$ cat src/rtl/uart_mp_pkg.sv
package uart_mp_pkg;
  localparam int unsigned FRAME_W = 12;  // start + 8 data + ninth + 2 stop

  typedef struct packed {
    logic nine;
    logic par_en;
    logic par_odd;
    logic two_stop;
  } fmt_t;

  typedef enum logic [1:0] {
    RX_IDLE,
    RX_START,
    RX_DATA,
    RX_STOP
  } rx_state_e;
endpackage

$ cat src/rtl/uart_mp_tx.sv
module uart_mp_tx
  import uart_mp_pkg::*;
#(
  parameter int OVS = 16
) (
  input  logic       clk,
  input  logic       rst,
  input  logic       tick,
  input  fmt_t       fmt,
  input  logic       wr,
  input  logic [8:0] wdata,
  output logic       ready,
  output logic       txd,
  output logic       irq_empty,
  output logic       irq_last
);
  localparam int CW = $clog2(OVS);
  localparam logic [CW-1:0] TLAST = CW'(OVS - 1);

  logic               hold_v;
  logic [8:0]         hold_d;
  logic               busy;
  logic [FRAME_W-1:0] sh;
  logic [CW-1:0]      tcnt;
  logic [3:0]         bcnt, blast;

  logic               load, has9, ninth;
  logic [FRAME_W-1:0] frame;
  logic [3:0]         nbits;

  always_comb begin
    load  = !busy && hold_v;
    has9  = fmt.nine | fmt.par_en;
    ninth = fmt.par_en ? ((^hold_d[7:0]) ^ fmt.par_odd) : hold_d[8];
    frame = has9 ? {2'b11, ninth, hold_d[7:0], 1'b0}
                 : {3'b111, hold_d[7:0], 1'b0};
    nbits = 4'd10 + {3'b000, has9} + {3'b000, fmt.two_stop};
  end

  always_ff @(posedge clk) begin
    if (rst) begin
      hold_v    <= 1'b0;
      hold_d    <= '0;
      busy      <= 1'b0;
      sh        <= '1;
      tcnt      <= '0;
      bcnt      <= '0;
      blast     <= '0;
      irq_empty <= 1'b0;
      irq_last  <= 1'b0;
    end else begin
      irq_empty <= load;
      irq_last  <= 1'b0;
      if (load) begin
        hold_v <= 1'b0;
      end else if (wr && !hold_v) begin
        hold_v <= 1'b1;
        hold_d <= wdata;
      end
      if (load) begin
        busy  <= 1'b1;
        sh    <= frame;
        tcnt  <= '0;
        bcnt  <= '0;
        blast <= nbits - 4'd1;
      end else if (busy && tick) begin
        if (tcnt == TLAST) begin
          tcnt <= '0;
          sh   <= {1'b1, sh[FRAME_W-1:1]};
          if (bcnt == blast) begin
            busy     <= 1'b0;
            irq_last <= 1'b1;
          end else begin
            bcnt <= bcnt + 4'd1;
          end
        end else begin
          tcnt <= tcnt + 1'b1;
        end
      end
    end
  end

  assign ready = !hold_v;
  assign txd   = sh[0];

  p_start_low_r2: assert property (@(posedge clk) disable iff (rst)
    load |=> !txd) else $error("start bit not driven low");
  p_empty_at_start_r6: assert property (@(posedge clk) disable iff (rst)
    irq_empty |-> (busy && !txd)) else $error("empty pulse without start bit");
  p_full_write_ignored_r6: assert property (@(posedge clk) disable iff (rst)
    (wr && hold_v) |=> $stable(hold_d)) else $error("write into occupied holding register");
  p_last_idle_r5: assert property (@(posedge clk) disable iff (rst)
    irq_last |-> (!busy && txd)) else $error("last-bit pulse while line active");
endmodule

$ cat src/rtl/uart_mp_rx.sv
module uart_mp_rx
  import uart_mp_pkg::*;
#(
  parameter int OVS  = 16,
  parameter int SYNC = 2
) (
  input  logic       clk,
  input  logic       rst,
  input  logic       tick,
  input  fmt_t       fmt,
  input  logic       mp_en,
  input  logic       rx_in,
  input  logic       rd,
  output logic [8:0] rx_data,
  output logic       rx_full,
  output logic [2:0] err_code,
  output logic       irq_full,
  output logic       irq_err
);
  localparam int CW = $clog2(OVS);
  localparam int MID = OVS / 2;
  localparam logic [CW-1:0] TLAST = CW'(OVS - 1);
  localparam logic [CW-1:0] V_LO  = CW'(MID - 1);
  localparam logic [CW-1:0] V_MID = CW'(MID);
  localparam logic [CW-1:0] V_HI  = CW'(MID + 1);

  // synchronizer chain, one flop per stage
  logic [SYNC-1:0] sy;
  for (genvar g = 0; g < SYNC; g++) begin : g_sync
    always_ff @(posedge clk) begin
      if (rst) sy[g] <= 1'b1;
      else     sy[g] <= (g == 0) ? rx_in : sy[(g == 0) ? 0 : g - 1];
    end
  end

  logic       s, s_prev;
  rx_state_e  st;
  logic [CW-1:0] scnt;
  logic [3:0] bidx, last_idx;
  logic [8:0] sh;
  logic       v_lo, v_mid, second, ferr;
  logic       vote, at_mid, at_end, has9, n9, perr, fe, accept, free;
  logic [7:0] dbyte;

  always_comb begin
    s        = sy[SYNC-1];
    vote     = (v_lo & v_mid) | (v_lo & s) | (v_mid & s);
    at_mid   = tick && (scnt == V_HI);
    at_end   = tick && (scnt == TLAST);
    has9     = fmt.nine | fmt.par_en;
    last_idx = has9 ? 4'd8 : 4'd7;
    dbyte    = has9 ? sh[7:0] : sh[8:1];
    n9       = has9 & sh[8];
    perr     = fmt.par_en & (n9 ^ (^dbyte) ^ fmt.par_odd);
    fe       = ferr | !vote;
    accept   = !mp_en | n9;
    free     = !rx_full | rd;
  end

  always_ff @(posedge clk) begin
    if (rst) begin
      s_prev   <= 1'b1;
      st       <= RX_IDLE;
      scnt     <= '0;
      bidx     <= '0;
      sh       <= '0;
      v_lo     <= 1'b1;
      v_mid    <= 1'b1;
      second   <= 1'b0;
      ferr     <= 1'b0;
      rx_data  <= '0;
      rx_full  <= 1'b0;
      err_code <= '0;
      irq_full <= 1'b0;
      irq_err  <= 1'b0;
    end else begin
      s_prev   <= s;
      irq_full <= 1'b0;
      irq_err  <= 1'b0;
      if (rd) rx_full <= 1'b0;
      if (st != RX_IDLE && tick) begin
        scnt <= (scnt == TLAST) ? '0 : scnt + 1'b1;
        if (scnt == V_LO)  v_lo  <= s;
        if (scnt == V_MID) v_mid <= s;
      end
      unique case (st)
        RX_IDLE: begin
          if (s_prev && !s) begin
            st   <= RX_START;
            scnt <= '0;
          end
        end
        RX_START: begin
          if (at_mid && vote) begin
            st <= RX_IDLE;
          end else if (at_end) begin
            st   <= RX_DATA;
            bidx <= '0;
          end
        end
        RX_DATA: begin
          if (at_mid) sh <= {vote, sh[8:1]};
          if (at_end) begin
            if (bidx == last_idx) begin
              st     <= RX_STOP;
              second <= 1'b0;
              ferr   <= 1'b0;
            end else begin
              bidx <= bidx + 4'd1;
            end
          end
        end
        RX_STOP: begin
          if (at_mid) begin
            if (fmt.two_stop && !second) begin
              second <= 1'b1;
              ferr   <= !vote;
            end else begin
              st <= RX_IDLE;
              if (accept) begin
                if (free) begin
                  rx_data  <= {n9 & !fmt.par_en, dbyte};
                  rx_full  <= 1'b1;
                  irq_full <= 1'b1;
                end
                err_code <= {!free, perr, fe};
                irq_err  <= !free | perr | fe;
              end
            end
          end
        end
        default: st <= RX_IDLE;
      endcase
    end
  end

  p_full_flag_r7: assert property (@(posedge clk) disable iff (rst)
    irq_full |-> rx_full) else $error("ready pulse without full flag");
  p_read_clears_r7: assert property (@(posedge clk) disable iff (rst)
    rd |=> (!rx_full || irq_full)) else $error("read did not clear full flag");
  p_overrun_keeps_r9: assert property (@(posedge clk) disable iff (rst)
    (irq_err && err_code[2]) |-> ($stable(rx_data) && rx_full && !irq_full))
    else $error("overrun replaced unread word");
  p_filter_r12: assert property (@(posedge clk) disable iff (rst)
    (irq_full && $past(mp_en) && !$past(fmt.par_en)) |-> rx_data[8])
    else $error("filtered frame delivered");
  p_err_pulse_r10: assert property (@(posedge clk) disable iff (rst)
    irq_err |-> (err_code != 3'b000)) else $error("error pulse with clean code");
endmodule

$ cat src/rtl/uart_mp_xcvr.sv
module uart_mp_xcvr
  import uart_mp_pkg::*;
#(
  parameter int OVS  = 16,
  parameter int SYNC = 2
) (
  input  logic       clk,
  input  logic       rst,
  input  logic       tick,
  input  logic       cfg_nine,
  input  logic       cfg_par_en,
  input  logic       cfg_par_odd,
  input  logic       cfg_two_stop,
  input  logic       cfg_mp,
  input  logic       cfg_loop,
  input  logic       tx_wr,
  input  logic [8:0] tx_data,
  output logic       tx_ready,
  input  logic       rx_rd,
  output logic [8:0] rx_data,
  output logic       rx_full,
  output logic [2:0] err_code,
  input  logic       rxd,
  output logic       txd,
  output logic       irq_tx_empty,
  output logic       irq_tx_last,
  output logic       irq_rx_full,
  output logic       irq_err
);
  fmt_t fmt;
  logic txd_int, rx_src;

  assign fmt    = '{nine: cfg_nine, par_en: cfg_par_en,
                    par_odd: cfg_par_odd, two_stop: cfg_two_stop};
  assign rx_src = cfg_loop ? txd_int : rxd;
  assign txd    = txd_int;

  uart_mp_tx #(.OVS(OVS)) u_tx (
    .clk      (clk),
    .rst      (rst),
    .tick     (tick),
    .fmt      (fmt),
    .wr       (tx_wr),
    .wdata    (tx_data),
    .ready    (tx_ready),
    .txd      (txd_int),
    .irq_empty(irq_tx_empty),
    .irq_last (irq_tx_last)
  );

  uart_mp_rx #(.OVS(OVS), .SYNC(SYNC)) u_rx (
    .clk     (clk),
    .rst     (rst),
    .tick    (tick),
    .fmt     (fmt),
    .mp_en   (cfg_mp),
    .rx_in   (rx_src),
    .rd      (rx_rd),
    .rx_data (rx_data),
    .rx_full (rx_full),
    .err_code(err_code),
    .irq_full(irq_rx_full),
    .irq_err (irq_err)
  );
endmodule

$ cat config.mk
export PLATFORM = sky130hd
export DESIGN_NAME = uart_mp_xcvr
export DESIGN_NICKNAME = d
export VERILOG_FILES = /design/src/rtl/uart_mp_pkg.sv /design/src/rtl/uart_mp_tx.sv /design/src/rtl/uart_mp_rx.sv /design/src/rtl/uart_mp_xcvr.sv
export SDC_FILE = /design/constraint.sdc
export NUM_CORES = 1
export LEC_CHECK = 0
export BUFFER_PORTS_ARGS = -buffer_cell sky130_fd_sc_hd__buf_2
export CAP_MARGIN = 15
export CELL_PAD_IN_SITES_DETAIL_PLACEMENT = 1
export CELL_PAD_IN_SITES_GLOBAL_PLACEMENT = 1
export CORE_UTILIZATION = 40
export CTS_BUF_LIST = sky130_fd_sc_hd__clkbuf_8
export DETAILED_ROUTE_END_ITERATION = 8
export PLACE_DENSITY = 0.82
export SYNTH_ARGS = -nofsm -noshare
export SYNTH_HDL_FRONTEND = slang
export SYNTH_SLANG_ARGS = --single-unit
$ cat constraint.sdc
create_clock -name clk -period 3.3 [get_ports clk]
set_clock_uncertainty 0.15 [all_clocks]
set_input_delay 0.66 -clock clk [delete_from_list [all_inputs] [get_ports clk]]
set_output_delay 0.66 -clock clk [all_outputs]
set_load 0.03 [all_outputs]
==> impl_metrics.py <==
metrics = {
    "clock_tree": {
        "numCtsBuffers": 9,
        "cts_buffer_depth": 2,
        "holdBufCountCts": 0,
        "cts_resized": 0,
        "h-tree-depth": 3,
        "cts_tree": "done",
        "cts.sinks": 75,
        "cts_setup_buffers": 0,
        "cts-root-buf": "clkbuf_8",
        "clock_latency_ns": 0.36,
        "path_clk_slew_ns": 0.08,
    },
    "route": {
        "wire_per_inst_um": 15.00,
        "drt_first_pass_iters": 4,
        "drt-total-wl_mm": 7.980,
        "drtIter0Drc": 57,
        "via_per_inst": 5.235,
        "vias": 2785,
        "drc": 0,
        "ant_nets": 0,
    },
    "min_path": {
        "min_to": "u_rx.s",
        "hold_depth": 1,
        "hp-start": "u_rx.sy[0]",
        "hp-class": "reg -> reg",
    },
    "worst_setup_path": {
        "r2r_cells": 4,
        "path_max_fanout": 13,
        "path_cells": "nor2b_1 > and2_1 > mux2i_1 > nor2_1",
        "crit_buf_inv": 0,
        "cp-start-kind": "flop",
        "worst_path_largest_cell_delay_ns": 0.62,
        "slowest_stage": "dfxtp_1",
        "required_ns": 3.38,
        "reg2reg_slack_ns": 1.16,
        "crit_arrival_ns": 2.22,
        "crit_type": "reg -> reg",
        "critPathTopFamily": "simple AND/OR/NAND/NOR gates",
        "setup.worst_path.end_class": "flop",
        "timing.rr.end": "u_rx.sh[6]",
    },
    "synth": {
        "syn_area_um2": 3392,
        "yosysTopAreaCellShare": 0.4426,
        "synth_ff_type": "dfxtp_1",
        "yosysTopAreaCell": "dfxtp_1",
        "yosysWarnings": 0,
        "syn_avg_cell_area_um2": 8.765,
        "synth-seq-cells": 75,
        "synth_commonest_cells": "dfxtp_1 (75), nand2_1 (64), nor2_1 (48)",
        "synth_cell_types": 48,
        "synth_edf_count": 0,
        "synth_cells": 387,
        "seq_area_frac_synth": 0.4426,
        "ys_async_sr_fraction": 0,
        "synthTopCellsByArea": "dfxtp_1 (44%), nand2_1 (7.1%), mux2i_1 (6.8%), nor2_1 (5.3%), xnor2_1 (3.4%)",
        "yosysMostFrequentCell": "dfxtp_1",
        "synth_nets": 414,
    },
    "power": {
        "p_comb_frac": 0.090,
        "peakVddDrop_mv": 0.1998,
        "p_int_mw": 1.350,
        "p_sw_mw": 0.4718,
        "powerDensity_nw_per_um2": 472.5,
        "leakage_nw": 1.550,
        "p_sw_frac": 0.2590,
        "sequentialPowerShare": 0.525,
        "clkPwrFrac": 0.386,
    },
    "sta": {
        "maxSlewViolCount": 0,
        "timing.hold.ws_ns": 0.2668,
        "clock.fmax_mhz": 467.6,
        "grt_setup_unrepaired": "false",
        "period_share": 0.6480,
        "layout_min_cycle_time_ns": 2.138,
        "tns_ns": 0,
        "finalHoldViolations": 0,
        "tightest_slew_ns": 0.6922,
        "max_slew_margin": 0.5385,
        "setup_viol": 0,
    },
    "die": {
        "io_pins": 40,
        "fp.dieH_um": 94.09,
        "fp.dieW_um": 94.09,
        "die_area_um2": 8852,
        "start_util": 0.4128,
        "rows": 33,
        "core_area_um2": 8217,
    },
    "global_route": {
        "grt_max_degree": 36,
        "grt_first_pass_wirelength_mm": 13.41,
        "grt_remaining_overflow": 0,
        "antenna_found_initial": 0,
        "grt_pass1_vias": 2835,
        "grt_usage": 0.1962,
    },
    "flow_run": {
        "cap_violations": 0,
    },
    "layout": {
        "drive_gt1_frac": 0.1780,
        "nets": 449,
        "area_delta_synth_final_pct": 13.65,
        "n_antenna_cell": 0,
        "multi_input_area_um2": 1804,
        "seq_area_um2": 1501,
        "fill_cells": 1015,
    },
    "status": {
        "status": "complete, no violations",
    },
    "placed_design": {
        "routabilityCongestion": 0.8218,
        "dpl.hpwl_mm": 5.611,
        "port_buffers": 39,
    },
}
area by class of cell:
cell class | count | area share
Timing Repair Buffer | 41 | 0.05453
Multi-Input combinational cell | 291 | 0.4680
Clock buffer | 9 | 0.03213
Tap cell | 105 | 0.03408
Inverter | 4 | 0.003895
Clock inverter | 7 | 0.01785
Sequential cell | 75 | 0.3895
cells in the final DEF (no fill, tap or decap), types with 3 or more instances in the layout:
cell type	synthesis	final
dfxtp_1	75	75
nand2_1	64	64
nor2_1	48	48
buf_2	3	39
mux2i_1	23	23
a21oi_1	21	21
xor2_1	13	13
xnor2_1	13	13
o21ai_0	13	13
or2_2	12	12
a31oi_1	10	10
nor3_1	9	9
clkbuf_8	0	9
nor2b_1	7	7
nand3_1	6	6
nand2b_1	6	6
ha_1	6	6
nand4_1	5	5
inv_1	4	4
or3_1	3	3
clkinv_2	0	3
per-stage QoR:
step / std cells / power (mW) / setup WS [ns] / area [µm²] / util
floorplan: 387 / 1.094 / 1.185 / 3392 / -
detailed placement: 516 / 1.141 / 0.8698 / 3662 / 0.4457
finish: 532 / 1.822 / 1.162 / 3855 / 0.4692
global placement: 516 / 1.135 / 1.034 / 3662 / 0.4457
global route: 532 / 1.900 / 1.035 / 3855 / 0.4692
CTS: 532 / 1.841 / 1.151 / 3855 / 0.4692
sequential cells by signal, indices dropped and copies added (netlist names), 3 cells and up, named ones only:
signal,cells
u_rx.rx_data,9
u_tx.blast,3
u_tx.tcnt,4
u_rx.err_code,3
u_tx.sh,10
u_rx.scnt,4
u_rx.sh,9
u_tx.hold_d,9
u_rx.bidx,4
u_tx.bcnt,4
cells by family (layout without fill, tap and decap cells):
kind of cell,count (synthesis),in the layout,share of synthesized area
and+or+nand+nor,171,171,0.2401
buffers and inverters,21,61,0.02545
AOI/OAI and AO/OA,62,62,0.1184
muxes,23,23,0.06787
adders and majority gates,7,7,0.02508
DFF,75,75,0.4426
xor gates and xnor gates,28,28,0.08041
per-layer routing:
layer / share of wire / vias up / track usage
li1: - / 1382 / -
met3: 0.026 / 19 / 0.03479
met5: 0 / - / 0
met4: 0.023 / 0 / 0.09872
met1: 0.45 / 1339 / 0.2285
met2: 0.50 / 45 / 0.3431
power groups by stage:
stage | logic, mW | registers [mW] | clock network [mW]
3_5_place_dp | 0.164 | 0.976 | 0
6_report | 0.163 | 0.956 | 0.703
2_1_floorplan | 0.120 | 0.973 | 0
3_3_place_gp | 0.159 | 0.975 | 0
5_1_grt | 0.184 | 0.959 | 0.757
4_1_cts | 0.165 | 0.956 | 0.720
how the worst max path moves through the flow:
stage                     startpoint               to  cells after the start
after floorplan           cfg_par_en     u_rx.bidx[3]                      6
after global placement    cfg_par_en  u_rx.rx_data[8]                      5
after detailed placement  cfg_par_en  u_rx.rx_data[5]                      5
after CTS                       flop       u_rx.sh[6]                      4
after global routing            flop       u_rx.sh[1]                      4
final                           flop       u_rx.sh[6]                      4
Note: power is estimated with default switching activity, not from simulation.
